--- config.mk ---
export PLATFORM = sky130hd
export DESIGN_NAME = irqs_top
export DESIGN_NICKNAME = d
export VERILOG_FILES = /design/src/rtl/irqs_pkg.sv /design/src/rtl/irqs_group.sv /design/src/rtl/irqs_readmux.sv /design/src/rtl/irqs_top.sv
export SDC_FILE = /design/constraint.sdc
export NUM_CORES = 1
export LEC_CHECK = 0
export ABC_AREA = 1
export BUFFER_PORTS_ARGS = -buffer_cell sky130_fd_sc_hd__clkbuf_2
export CORE_UTILIZATION = 51
export CTS_CLUSTER_SIZE = 14
export DETAILED_ROUTE_END_ITERATION = 10
export PLACE_DENSITY = 0.73
export SLEW_MARGIN = 20
export SYNTH_ARGS = -nofsm -noshare
export SYNTH_HDL_FRONTEND = slang
export SYNTH_SLANG_ARGS = --single-unit
export TNS_END_PERCENT = 30
--- constraint.sdc ---
create_clock -name clk -period 0.9 [get_ports clk]
set_input_delay 0 -clock clk [delete_from_list [all_inputs] [get_ports clk]]
set_output_delay 0 -clock clk [all_outputs]
set_load 0.02 [all_outputs]
--- src/rtl/irqs_pkg.sv ---
package irqs_pkg;

  // Number of implemented bits in group g of a bank holding n bits in groups of w.
  function automatic int grp_bits(int n, int w, int g);
    int left;
    left = n - g * w;
    if (left >= w) return w;
    if (left <= 0) return 0;
    return left;
  endfunction

endpackage

--- src/rtl/irqs_group.sv ---
module irqs_group #(
  parameter int W      = 8,
  parameter int VALID_W = 8
) (
  input  logic         clk,
  input  logic         rst,
  input  logic [W-1:0] evt,
  input  logic         rd_clr,
  input  logic         mask_we,
  input  logic [W-1:0] wdata,
  input  logic         pin_clr,
  output logic [W-1:0] status,
  output logic [W-1:0] mask,
  output logic         latch_q,
  output logic         latch_nx
);

  localparam logic [W-1:0] VMASK = {W{1'b1}} >> (W - VALID_W);

  logic [W-1:0] evt_v;
  logic         hit;

  assign evt_v    = evt & VMASK;
  assign hit      = |(evt_v & ~mask);
  assign latch_nx = (latch_q & ~pin_clr) | hit;

  always_ff @(posedge clk) begin
    if (rst) status <= '0;
    else     status <= (rd_clr ? '0 : status) | evt_v;
  end

  always_ff @(posedge clk) begin
    if (rst)          mask <= VMASK;
    else if (mask_we) mask <= wdata & VMASK;
  end

  always_ff @(posedge clk) begin
    if (rst) latch_q <= 1'b0;
    else     latch_q <= latch_nx;
  end


  sticky_hold_chk: assert property (@(posedge clk) disable iff (rst)
    !rd_clr |=> ((status & $past(status)) == $past(status)));


  set_wins_chk: assert property (@(posedge clk) disable iff (rst)
    (|evt_v) |=> ((status & $past(evt_v)) == $past(evt_v)));


  read_clear_chk: assert property (@(posedge clk) disable iff (rst)
    (rd_clr && !(|evt_v)) |=> (status == '0));


  latch_hold_chk: assert property (@(posedge clk) disable iff (rst)
    (latch_q && !pin_clr) |=> latch_q);

endmodule

--- src/rtl/irqs_readmux.sv ---
module irqs_readmux #(
  parameter int ADDR_W    = 4,
  parameter int REG_W     = 8,
  parameter int NUM_REGS  = 5,
  parameter int MASK_BASE = 8
) (
  input  logic [ADDR_W-1:0]         addr,
  input  logic [NUM_REGS*REG_W-1:0] stat_all,
  input  logic [NUM_REGS*REG_W-1:0] mask_all,
  output logic [REG_W-1:0]          data
);

  always_comb begin
    data = '0;
    for (int g = 0; g < NUM_REGS; g++) begin
      if (addr == ADDR_W'(g))             data = stat_all[g*REG_W +: REG_W];
      if (addr == ADDR_W'(MASK_BASE + g)) data = mask_all[g*REG_W +: REG_W];
    end
  end

endmodule

--- src/rtl/irqs_top.sv ---
module irqs_top #(
  parameter int NUM_EVENTS = 34,
  parameter int REG_W      = 8,
  parameter int ADDR_W     = 4,
  parameter int MASK_BASE  = 8,
  parameter int CTRL_ADDR  = 6
) (
  input  logic                  clk,
  input  logic                  rst,
  input  logic [NUM_EVENTS-1:0] evt_pulse,
  input  logic [ADDR_W-1:0]     bus_addr,
  input  logic                  bus_wr,
  input  logic                  bus_rd,
  input  logic [REG_W-1:0]      bus_wdata,
  output logic [REG_W-1:0]      bus_rdata,
  output logic                  irq_n
);

  import irqs_pkg::*;

  localparam int NUM_REGS = (NUM_EVENTS + REG_W - 1) / REG_W;
  localparam int PAD_W    = NUM_REGS * REG_W;

  logic [PAD_W-1:0]    evt_pad;
  logic [PAD_W-1:0]    stat_all;
  logic [PAD_W-1:0]    mask_all;
  logic [NUM_REGS-1:0] lat_q;
  logic [NUM_REGS-1:0] lat_nx;
  logic [REG_W-1:0]    rd_mux;
  logic                pin_clr;
  logic                unmasked_any;

  assign evt_pad      = PAD_W'(evt_pulse);
  assign pin_clr      = bus_wr && (bus_addr == ADDR_W'(CTRL_ADDR)) && bus_wdata[0];
  assign unmasked_any = |(evt_pad & ~mask_all);

  for (genvar g = 0; g < NUM_REGS; g++) begin : g_grp
    localparam int VW = grp_bits(NUM_EVENTS, REG_W, g);
    irqs_group #(.W(REG_W), .VALID_W(VW)) u_grp (
      .clk     (clk),
      .rst     (rst),
      .evt     (evt_pad[g*REG_W +: REG_W]),
      .rd_clr  (bus_rd && (bus_addr == ADDR_W'(g))),
      .mask_we (bus_wr && (bus_addr == ADDR_W'(MASK_BASE + g))),
      .wdata   (bus_wdata),
      .pin_clr (pin_clr),
      .status  (stat_all[g*REG_W +: REG_W]),
      .mask    (mask_all[g*REG_W +: REG_W]),
      .latch_q (lat_q[g]),
      .latch_nx(lat_nx[g])
    );
  end

  irqs_readmux #(
    .ADDR_W(ADDR_W), .REG_W(REG_W), .NUM_REGS(NUM_REGS), .MASK_BASE(MASK_BASE)
  ) u_mux (
    .addr    (bus_addr),
    .stat_all(stat_all),
    .mask_all(mask_all),
    .data    (rd_mux)
  );

  always_ff @(posedge clk) begin
    if (rst)         bus_rdata <= '0;
    else if (bus_rd) bus_rdata <= rd_mux;
    else             bus_rdata <= '0;
  end

  always_ff @(posedge clk) begin
    if (rst) irq_n <= 1'b1;
    else     irq_n <= ~(|lat_nx);
  end


  irq_pin_chk: assert property (@(posedge clk) disable iff (rst)
    irq_n == !(|lat_q));


  pin_release_chk: assert property (@(posedge clk) disable iff (rst)
    (pin_clr && !unmasked_any) |=> irq_n);


  clear_collide_chk: assert property (@(posedge clk) disable iff (rst)
    (pin_clr && unmasked_any) |=> !irq_n);

endmodule

# [Yosys cells after proc, flatten, opt, wreduce, memory -nomap -nowiden]
# Index checks and enable logic that the tools add are counted.
[totals] wordCells=92 in_bits=50 reg_bits=88 out_inout_bits=9
[op_classes] reduce_logical=21 eq_ne=10 bitwise_logic=28 muxes=15
[op_table] operator="$mux W8" n=14
[op_table] operator="$reduce_or A8 Y1" n=5
[op_table] operator="$and A8 B8 Y8" n=4
[op_table] operator="$not A8 Y8" n=4
[op_table] operator="$or A8 B8 Y8" n=4
[op_table] operator="$eq A4 B4 Y1 const B" n=5
[op_table] operator="$logic_and A1 B1 Y1" n=12
[op_table] operator="$and A2 B8 Y8" n=1
[op_table] operator="$eq A4 B2 Y1 const B" n=2
[op_table] operator="$eq A4 B3 Y1 const B" n=2
[op_table] operator="$not A2 Y8" n=1
[op_table] operator="$or A8 B2 Y8" n=1
[op_table] operator="$and A1 B1 Y1" n=5
[op_table] operator="$or A1 B1 Y1" n=5
[op_table] operator="$reduce_or A5 Y1" n=1
[op_table] operator="$eq A4 B1 Y1 const B" n=1
[op_table] operator="$logic_not A4 Y1" n=1
[op_table] operator="$not A1 Y1" n=3
[op_table] operator="$reduce_or A3 Y1" n=1
[op_table] operator="$mux W2" n=1
[op_table] operator="$reduce_or A2 Y1" n=1

# [Logic depth before layout (Yosys ltp)]
# Gate-level depths: netlist of the first run.
[logic_depth] depth_word=11 depth_mapped=10 ltp_nobuf=10

# [By module]
# A second synthesis of the first run with hierarchy kept.
[hier_totals] cells_unflattened=581 hier_area_um2=3968.8
[modules_own_cells] module="irqs_group at g_grp[0].u_grp ..." n_inst=4 area_each_um2=643.1 seq_area_each_um2=340.3 cells_per_inst=81
[modules_own_cells] module="irqs_readmux" n_inst=1 area_each_um2=743.2 seq_area_each_um2=0.0 cells_per_inst=162
[modules_own_cells] module="irqs_top" n_inst=1 area_each_um2=371.6 seq_area_each_um2=180.2 cells_per_inst=58
[modules_own_cells] module="irqs_group at g_grp[4].u_grp" n_inst=1 area_each_um2=281.5 seq_area_each_um2=100.1 cells_per_inst=37

# [Worst setup path after synthesis of the first run]
# OpenSTA, ideal clock, no wires.
[synth_path] path_kind="in2reg" from="in bus_addr[0]" to="reg g_grp[4].u_grp.mask[1]" required_ps=766 arrival_time_ps=759 stages=8 n_path_buf=0 path_slack_ps=8 setup_time_ps=134 cell_sequence="nor2_2 > inv_2 > nor3_1 > inv_1 > nor2_2 > inv_1 > nand2_1 > nand3_1"
[synth_between] elab_chain_cells=2
[synth_rtl] element="start: declaration" line="irqs_top.sv:11" rtl="input logic [ADDR_W-1:0] bus_addr,"
[synth_rtl] element="$eq A4 B4 Y1" line="irqs_top.sv:44" rtl=".mask_we (bus_wr && (bus_addr == ADDR_W'(MASK_BASE + g))),"
[synth_rtl] element="$logic_and A1 B1 Y1" line="irqs_top.sv:44"
[synth_rtl] element="end signal: assignment" line="irqs_group.sv:34" rtl="else if (mask_we) mask <= wdata & VMASK;"
[synth_rtl] element="end: declaration" line="irqs_group.sv:13" rtl="output logic [W-1:0] mask,"
# Every way passes these cells.
# A chain may end at the register's enable or synchronous reset.

# [Final worst setup path of the first run]
[layout_path] from="reg g_grp[0].u_grp.mask[6]" to="reg bus_rdata[6]"
[layout_between] elab_chain_cells=8
[layout_rtl] element="start: declaration" line="irqs_group.sv:13"
[layout_rtl] element="start signal: assignment" line="irqs_group.sv:34"
[layout_rtl] element="$mux W8" line="irqs_readmux.sv:17" rtl="if (addr == ADDR_W'(MASK_BASE + g)) data = mask_all[g*REG_W +: REG_W];"
[layout_rtl] element="$mux W8" line="irqs_readmux.sv:16" rtl="if (addr == ADDR_W'(g)) data = stat_all[g*REG_W +: REG_W];"
[layout_rtl] element="$mux W8" line="irqs_readmux.sv:17"
[layout_rtl] element="$mux W8" line="irqs_readmux.sv:16"
[layout_rtl] element="$mux W8" line="irqs_readmux.sv:17"
[layout_rtl] element="$mux W8" line="irqs_readmux.sv:16"
[layout_rtl] element="$mux W8" line="irqs_readmux.sv:17"
[layout_rtl] element="$mux W8" line="irqs_readmux.sv:16"
[layout_rtl] element="end signal: assignment" line="irqs_top.sv:65" rtl="else if (bus_rd) bus_rdata <= rd_mux;"
[layout_rtl] element="end: declaration" line="irqs_top.sv:15" rtl="output logic [REG_W-1:0] bus_rdata,"
# Every way passes these cells.

==> flow_summary.json, run 1 <==
{
  "fmax_mhz": 931.7,
  "rrSetupSlack_ps": -170,
  "synth_area_leaders": "dfxtp_1, nand2_1, a21oi_1",
  "synth-seq-cells": 82,
  "worst_slew_pin_slew_ps": 410.3,
  "cts_tree": "built",
  "antenna_cells": 0,
  "dr.pass1.iters": 7,
  "synthCells": 503,
  "die_w_um": 86.80,
  "core-area_um2": 6869,
  "finalHoldViolations": 0,
  "initial_utilization": 0.5339,
  "antenna_found_initial": 0,
  "min_period_over_period": 1.193,
  "track_usage": 0.3155,
  "clock_skew_ps": 7.258,
  "critPathMaxFanout": 2,
  "seqCellArea_um2": 1685,
  "cts_sinks": 82,
  "mappedNetlistArea_um2": 3667,
  "reg2reg_depth": 7,
  "synth_ff_type": "dfxtp_1",
  "syn_nets": 553,
  "placed_area_um2": 4511,
  "synth-async-reset-ratio": 0,
  "path_class": "register to register",
  "drive_gt1_frac": 0.3586,
  "min_path_type": "input port to register",
  "routed_wl_um": 11710,
  "area.growth.synth_to_final_pct": 48.65,
  "cts_inserted_buffers": 9,
  "synth_cell_types": 29,
  "cp.arrival_ps": 1330,
  "hold_start": "rst",
  "synth.avg_cell_area_um2": 7.291,
  "clk_latency_ps": 360,
  "path_cells": "buf_6 > nand2_2 > nand3_2 > a21oi_2 > nand4_1 > nand2_1 > inv_1",
  "worst_setup_path_start_kind": "register",
  "rr_startpoint": "g_grp[0].u_grp.mask[6]",
  "crit_required_ps": 1160,
  "gp_congestion": 0.8816,
  "synth_edf_count": 0,
  "setup_viol": 12,
  "yosysTopAreaCell": "dfxtp_1",
  "io_pins": 59,
  "end_kind": "register",
  "hold_depth": 4,
  "slowest_delay_ps": 330,
  "yosysWarnings": 0,
  "grt_max_degree": 35,
  "drt_iter0_markers": 348,
  "reg2reg_to": "bus_rdata[6]",
  "cts-root-buf": "clkbuf_8",
  "slowest_stage": "dfxtp_2",
  "grt_pass1_vias": 3886,
  "p_per_area_nw_per_um2": 1503,
  "drtAntennaViolNets": 0,
  "finalCoreUtilization": 0.7936,
  "clk_pin_slew_ps": 80,
  "drv_cap": 0,
  "final_net_count": 717,
  "relSlewSlack": 0.7261,
  "cts_buffer_depth": 2,
  "design_area_um2": 5451,
  "h-tree-depth": 3,
  "holdWs_ps": 14.26,
  "vias": 4128,
  "fillers": 475,
  "die_h_um": 86.80,
  "yosysMostFrequentCell": "nand2_1",
  "die_area_um2": 7534,
  "violations": "negative setup slack",
  "synth_top_area_share": 0.4476,
  "report.final.slew_viol_count": 0,
  "hpwl_um": 7699,
  "wl_per_cell_um": 15.24,
  "leakage_nw": 2.774,
  "drt-vias-per-instance": 5.375,
  "grt_pass1_wl_um": 18000,
  "multiInputGateArea_um2": 1868,
  "min_period_ps": 1073,
  "synth_seq_area_share": 0.4476,
  "synth_common_cells": "nand2_1, dfxtp_1, inv_1, a21oi_1, nand3_1",
  "io_buffers": 58,
  "outcome": "finished with violations",
  "fin_ws_ps": -173.3,
  "ir_drop_mv": 0.9058,
  "rsz0062_at_grt": "true",
  "power_mw": 8.194,
  "min_to": "g_grp[1].u_grp.mask[1]",
  "std_cell_rows": 30,
  "drcViolationCount": 0,
  "grt_overflow_total": 0
}
-- where the power goes --
| part | switching (mW) | internal [mW] | leakage, nW |
|---|---|---|---|
| registers | 0.108 | 3.82 | 0.663 |
| logic | 0.696 | 0.594 | 2.00 |
| clock network | 1.35 | 1.63 | 0.109 |
| total | 2.15 | 6.04 | 2.77 |
-- repair_timing --
action                                  4_1_cts  5_1_grt
hold buffers                                 43        0
hold endpoints to repair                     65        0
setup buffers                                 1        5
gates resized for setup                      41       40
endpoints found under the setup margin       13       31
pin swaps                                    23       34
-- registers in the layout, indices dropped and copies added (netlist names) --
name                 flops
bus_rdata                8
g_grp.u_grp.latch_q      5
g_grp.u_grp.mask        34
g_grp.u_grp.status      34
irq_n                    1
-- cells by family (layout without fill, tap and decap cells) --
kind of cell | count (synthesis) | in the layout | synth area share
compound gates | 91 | 91 | 0.1382
flops | 82 | 82 | 0.4476
buf+inv | 85 | 254 | 0.09348
simple gates | 245 | 245 | 0.3207
-- through the flow --
step	std cells	TNS, ps	setup WS [ps]
floorplan	503	0	7.619
global placement	703	-12760	-321.7
detailed placement	703	-15040	-344.5
CTS	763	-1072	-132.1
global route	768	-2005	-213.0
finish	768	-1404	-173.3
-- critical path, delay by kind of cell, from the launching register on --
kind / cells / cell delay, ps
and+or+nand+nor: 4 / 370
DFF: 1 / 330
buffers and inverters: 2 / 160
AOI/OAI and AO/OA: 1 / 120
-- final cells by class --
| type | count | area share |
|---|---|---|
| Clock buffer | 11 | 0.02594 |
| Clock inverter | 5 | 0.01423 |
| Inverter | 74 | 0.05279 |
| Multi-Input combinational cell | 336 | 0.3427 |
| Sequential cell | 82 | 0.3092 |
| Tap cell | 96 | 0.02203 |
| Timing Repair Buffer | 164 | 0.2332 |
-- cell usage in the layout (no fill, tap or decap), drive strengths merged --
cell	count
buf	63
dfxtp	82
nand2	147
nor2	35
inv	72
a21o	1
clkinvlp	1
dlygate4sd3	43
o22ai	17
bufinv	2
a21oi	56
nand4	10
o211ai	6
nand3	52
o21ai	9
clkbuf	69
a31oi	2
clkinv	4
nor3	1
-- how the worst max path moves through the flow --
stage	start	endpoint	slack [ps]	depth (start not counted)
finish	g_grp[0].u_grp.mask[6]	bus_rdata[6]	-170	7
global route	g_grp[0].u_grp.mask[6]	bus_rdata[6]	-210	7
CTS	g_grp[0].u_grp.mask[3]	bus_rdata[3]	-130	7
detailed placement	bus_addr[3]	bus_rdata[3]	-340	10
global placement	bus_addr[3]	bus_rdata[3]	-320	10
floorplan	bus_addr[0]	g_grp[4].u_grp.mask[1]	8	8
-- metal layers --
layer | up-vias | part of all wire | GRT usage
li1 | 1961 | - | -
met1 | 1934 | 0.40 | 0.3877
met2 | 192 | 0.50 | 0.5512
met3 | 41 | 0.066 | 0.05524
met4 | 0 | 0.031 | 0.1167
met5 | - | 0 | 0
Note: power is estimated with default switching activity, not from simulation.
==> run 2, diff against run 1 <==
--- a/config.mk
+++ b/config.mk
@@ -11,6 +11,7 @@
 export CTS_CLUSTER_SIZE = 14
 export DETAILED_ROUTE_END_ITERATION = 10
 export PLACE_DENSITY = 0.73
+export SKIP_LAST_GASP = 1
 export SLEW_MARGIN = 20
 export SYNTH_ARGS = -nofsm -noshare
 export SYNTH_HDL_FRONTEND = slang
==> run 2 against run 1 <==
Against the previous run: the flow still finishes with violations (negative setup slack); clock power is essentially flat; sequential power is essentially flat; count of clock-buffer cells in the layout is the same; final area shrank 2.5%; global-route usage shrank 0.067 points; flip-flop and latch count is the same; first-iteration DRC count shrank 5.5%; largest power group unchanged; highest routed layer unchanged; die area is the same; fmax is essentially flat; worst hold slack gained 11 ps; largest cell class unchanged; routed wire length shrank 3.9%; via count shrank 3.7%.
==> flow_summary.json, run 2 (same netlist as run 1, synthesis figures left out) <==
{
  "power_mw": 8.137,
  "drv_cap": 0,
  "die_h_um": 86.80,
  "worst_setup_path_start_kind": "register",
  "initial_utilization": 0.5339,
  "h-tree-depth": 3,
  "drt_iter0_markers": 329,
  "track_usage": 0.3148,
  "die_w_um": 86.80,
  "io_pins": 59,
  "reg_top3": "g_grp.u_grp.mask: 34 flops, g_grp.u_grp.status: 34 flops, bus_rdata: 8 flops",
  "grt_overflow_total": 0,
  "cts-root-buf": "clkbuf_8",
  "report.final.slew_viol_count": 0,
  "dp.cells": 703,
  "stdcell_count": 766,
  "drt-vias-per-instance": 5.189,
  "relSlewSlack": 0.7267,
  "rsz0062_at_grt": "true",
  "wl_per_cell_um": 14.69,
  "area.growth.synth_to_final_pct": 44.87,
  "ir_drop_mv": 0.9072,
  "violations": "negative setup slack",
  "cts_sinks": 82,
  "clk_pin_slew_ps": 80,
  "final.setup.tns_ps": -1516,
  "grt_pass1_vias": 3904,
  "routed_wl_um": 11250,
  "p_per_area_nw_per_um2": 1532,
  "crit_required_ps": 1150,
  "vias": 3975,
  "finalHoldViolations": 0,
  "final_common_cell": "nand2_1",
  "core-area_um2": 6869,
  "multiInputGateArea_um2": 1772,
  "seqCellArea_um2": 1664,
  "min_path_type": "input port to register",
  "cts_tree": "built",
  "final_cell_mix": "nand2_1, dfxtp_1, inv_1",
  "drtAntennaViolNets": 0,
  "antenna_found_initial": 0,
  "fin_ws_ps": -173.2,
  "grt_max_degree": 35,
  "clock_skew_ps": 8.369,
  "end_kind": "register",
  "io_buffers": 58,
  "cts_buffer_depth": 2,
  "reg2reg_depth": 7,
  "hpwl_um": 7699,
  "hold_depth": 4,
  "drive_gt1_frac": 0.3090,
  "min_period_over_period": 1.192,
  "critPathMaxFanout": 2,
  "drcViolationCount": 0,
  "grt_pass1_wl_um": 17940,
  "worst_slew_pin_slew_ps": 409.5,
  "die_area_um2": 7534,
  "fmax_mhz": 931.8,
  "fillers": 515,
  "min_period_ps": 1073,
  "antenna_cells": 0,
  "std_cell_rows": 30,
  "final_net_count": 715,
  "path_class": "register to register",
  "cp.arrival_ps": 1330,
  "gp_congestion": 0.8816,
  "clk_latency_ps": 350,
  "setup_viol": 21,
  "cts_inserted_buffers": 9,
  "leakage_nw": 2.743,
  "dr.pass1.iters": 5,
  "outcome": "finished with violations"
}
[run 2: worst max-delay path, stage by stage, from the launching register on]
cell     delay, ps
dfxtp_2        330
buf_6          110
nand2_2         60
nand3_2         60
a21oi_2        120
nand4_1        130
nand2_1        130
inv_1           50
[run 2: metal layers]
| layer | track usage | up-vias | share of wire |
|---|---|---|---|
| li1 | - | 1952 | - |
| met1 | 0.3790 | 1849 | 0.42 |
| met2 | 0.5533 | 145 | 0.50 |
| met3 | 0.05619 | 29 | 0.048 |
| met4 | 0.1273 | 0 | 0.029 |
| met5 | 0 | - | 0 |
[run 2: cell type report]
type,instances,area share
multi-input cells,336,0.3335
clock buffers,11,0.02661
well taps,96,0.02261
clock inverters,5,0.01460
inverters,74,0.05370
repair buffers,162,0.2358
flip-flops and latches,82,0.3132
[run 2: timing repair]
| action | 4_1_cts | 5_1_grt |
|---|---|---|
| gates resized for setup | 33 | 10 |
| buffers inserted | 1 | 3 |
| pin swaps | 18 | 15 |
| endpoints found under the hold margin | 65 | 0 |
| endpoints found under the setup margin | 13 | 31 |
| hold buffers | 43 | 0 |
[run 2: metrics by stage]
| stage | hold slack (ps) | instance area (um2) | worst slack, ps | util |
|---|---|---|---|---|
| CTS | 6.878 | 5259 | -137.4 | 0.7656 |
| detailed placement | 256.0 | 4511 | -344.5 | 0.6566 |
| global placement | 250.0 | 4511 | -321.7 | 0.6566 |
| floorplan | 113.2 | 3667 | 7.619 | - |
| global route | 52.06 | 5313 | -240.5 | 0.7734 |
| finish | 25.41 | 5313 | -173.2 | 0.7734 |
[run 2: final timing paths]
| check | start | endpoint | slack [ps] |
|---|---|---|---|
| setup / recovery | g_grp[0].u_grp.mask[6] | bus_rdata[6] | -170 |
| hold / removal | rst | g_grp[1].u_grp.mask[1] | 30 |
| setup reg to reg | g_grp[0].u_grp.mask[6] | bus_rdata[6] | -170 |
| hold reg to reg | g_grp[2].u_grp.status[0] | g_grp[2].u_grp.status[0] | 470 |
[run 2: report_power, final]
group,total [mW],switching (mW),internal (mW)
Clock,2.97,1.34,1.63
Sequential,3.92,0.103,3.82
Combinational,1.24,0.667,0.578
Total,8.14,2.11,6.03
==> run 3, diff against run 2 <==
--- a/config.mk
+++ b/config.mk
@@ -5,7 +5,6 @@
 export SDC_FILE = /design/constraint.sdc
 export NUM_CORES = 1
 export LEC_CHECK = 0
-export ABC_AREA = 1
 export BUFFER_PORTS_ARGS = -buffer_cell sky130_fd_sc_hd__clkbuf_2
 export CORE_UTILIZATION = 51
 export CTS_CLUSTER_SIZE = 14
==> run 3 against run 2 <==
Against the previous run: the flow still finishes with violations (negative setup slack); clock power grew 6%; sequential power is essentially flat; total power grew 4.9%; clock skew grew 4.6 ps; worst hold slack gained 31 ps; fmax shrank 20%; synthesized cell count shrank 13%; largest power group unchanged.
==> flow_summary.json, run 3 <==
{
  "min_period_ps": 1342,
  "drtAntennaViolNets": 0,
  "reg_top3": "g_grp.u_grp.mask: 34 flops, g_grp.u_grp.status: 34 flops, bus_rdata: 8 flops",
  "final_cell_mix": "buf_4, nor2_1, dfxtp_1",
  "synth.avg_cell_area_um2": 8.329,
  "synth_top_area_share": 0.4479,
  "std_cell_rows": 30,
  "synth_cell_types": 46,
  "area.growth.synth_to_final_pct": 55.21,
  "synthCells": 440,
  "cts_sinks": 82,
  "die_h_um": 86.77,
  "final_common_cell": "buf_4",
  "worst_setup_path_start_kind": "register",
  "report.final.slew_viol_count": 0,
  "cts_inserted_buffers": 9,
  "min_period_over_period": 1.491,
  "antenna_found_initial": 0,
  "drcViolationCount": 0,
  "rsz0062_at_grt": "true",
  "grt_max_degree": 23,
  "antenna_cells": 0,
  "leakage_nw": 2.589,
  "cts_buffer_depth": 2,
  "yosysTopAreaCell": "dfxtp_1",
  "pre_cts_ws_ps": -729.3,
  "critPathMaxFanout": 2,
  "ir_drop_mv": 0.9518,
  "crit_required_ps": 1200,
  "p_per_area_nw_per_um2": 1501,
  "clk_pin_slew_ps": 90,
  "die_area_um2": 7529,
  "drive_gt1_frac": 0.3936,
  "fillers": 412,
  "synth-seq-cells": 82,
  "synth_area_leaders": "dfxtp_1, mux2i_1, nor2_1",
  "synth_edf_count": 0,
  "gp_congestion": 0.9837,
  "relSlewSlack": 0.7369,
  "setup_viol": 34,
  "finalHoldViolations": 0,
  "track_usage": 0.3438,
  "synth_seq_area_share": 0.4479,
  "synth_common_cells": "dfxtp_1, nor2_1, nand2_1, a21oi_1, inv_1",
  "slowest_delay_ps": 350,
  "violations": "negative setup slack",
  "cts-root-buf": "clkbuf_8",
  "io_buffers": 58,
  "core-area_um2": 6869,
  "drt-vias-per-instance": 5.684,
  "final_net_count": 670,
  "yosysMostFrequentCell": "dfxtp_1",
  "routed_wl_um": 13090,
  "mappedNetlistArea_um2": 3665,
  "slowest_stage": "a2111oi_4",
  "initial_utilization": 0.5335,
  "wl_per_cell_um": 18.15,
  "dr.pass1.iters": 5,
  "worst_slew_pin_slew_ps": 394.6,
  "outcome": "finished with violations",
  "grt_overflow_total": 0,
  "grt_pass1_vias": 4101,
  "cp.arrival_ps": 1640,
  "syn_nets": 490,
  "min_path_type": "input port to register",
  "vias": 4098,
  "hpwl_um": 8365,
  "drt_iter0_markers": 360,
  "grt_pass1_wl_um": 19300,
  "dp.cells": 656,
  "path_cells": "nand2b_4 > o2111ai_4 > a2111oi_4 > and2_1 > a41o_1",
  "path_buf_inv": 0,
  "seqCellArea_um2": 1669,
  "synth-async-reset-ratio": 0,
  "multiInputGateArea_um2": 2086,
  "clock_skew_ps": 13.01,
  "io_pins": 59,
  "h-tree-depth": 3,
  "end_kind": "register",
  "die_w_um": 86.77,
  "yosysWarnings": 0,
  "stdcell_count": 721,
  "drv_cap": 0,
  "cts_tree": "built",
  "clk_latency_ps": 360,
  "path_class": "register to register",
  "fmax_mhz": 745.2,
  "fin_ws_ps": -441.9,
  "critical_path.top_delay_family": "compound AO/OA/AOI/OAI gates",
  "synth_ff_type": "dfxtp_1"
}
-- run 3: cell types whose count changed after synthesis, moves of 6 or more --
cell,change
nand2_1,-84
nand3b_1,+14
a21oi_1,-18
nand3_1,-44
nand4_1,-7
nand2b_1,+10
o221ai_1,+7
nor2_1,+43
mux2i_1,+24
inv_2,-8
inv_1,-27
and3_1,+6
buf_2,+6
-- run 3: layout make-up --
| class | count | area share |
|---|---|---|
| Sequential cell | 82 | 0.2934 |
| Multi-Input combinational cell | 302 | 0.3667 |
| Inverter | 36 | 0.02376 |
| Tap cell | 96 | 0.02112 |
| Clock inverter | 5 | 0.01496 |
| Clock buffer | 11 | 0.02662 |
| Timing Repair Buffer | 189 | 0.2534 |
-- run 3: per-layer routing --
layer / track usage / up-vias / share of wire
met3: 0.05429 / 42 / 0.068
li1: - / 1890 / -
met1: 0.4069 / 1960 / 0.39
met5: 0 / - / 0
met2: 0.5866 / 206 / 0.50
met4: 0.2091 / 0 / 0.040
-- run 3: timing repair --
item                                   4_1_cts  5_1_grt
setup buffers                                2        5
hold buffers                                41        0
endpoints found under the hold margin       60        0
setup endpoints to repair                   29       70
gates resized for setup                     21       47
pin swaps                                    8       30
gates cloned                                 0        1
-- run 3: per-stage QoR --
| stage | utilization | power (mW) | setup TNS (ps) | hold slack, ps | instance area [um2] |
|---|---|---|---|---|---|
| finish | 0.8281 | 8.539 | -5127 | 56.52 | 5688 |
| global route | 0.8281 | 8.770 | -8145 | 63.26 | 5688 |
| CTS | 0.7960 | 8.371 | -4783 | 13.91 | 5468 |
| detailed placement | 0.6891 | 5.147 | -29040 | 233.1 | 4733 |
| global placement | 0.6891 | 5.114 | -26670 | 223.8 | 4733 |
| floorplan | - | 4.587 | -7379 | 110.9 | 3791 |
-- run 3: cells by family after synthesis --
family	Yosys count	synth area share
buf+inv	57	0.06589
mux	27	0.08091
simple gates	180	0.2346
compound gates	94	0.1707
flops	82	0.4479
-- run 3: worst reg2reg max path, delay by kind of cell (launching register included) --
kind | cells | cell delay, ps
and+or+nand+nor | 2 | 310
AOI/OAI and AO/OA | 3 | 640
DFF | 1 | 340
-- run 3: worst paths after layout --
path / start / end / slack, ps / cells after the start
max: g_grp[3].u_grp.mask[1] / irq_n / -440 / 5
min: bus_wdata[0] / g_grp[2].u_grp.mask[0] / 60 / 3
max reg2reg: g_grp[3].u_grp.mask[1] / irq_n / -440 / 5
min reg2reg: g_grp[0].u_grp.mask[2] / g_grp[0].u_grp.mask[2] / 500 / 2
-- run 3: power breakdown --
group | internal [mW] | switching (mW) | total, mW | leakage [nW]
clock | 1.73 | 1.41 | 3.14 | 0.116
combinational | 0.746 | 0.725 | 1.47 | 1.80
sequential | 3.81 | 0.118 | 3.93 | 0.669
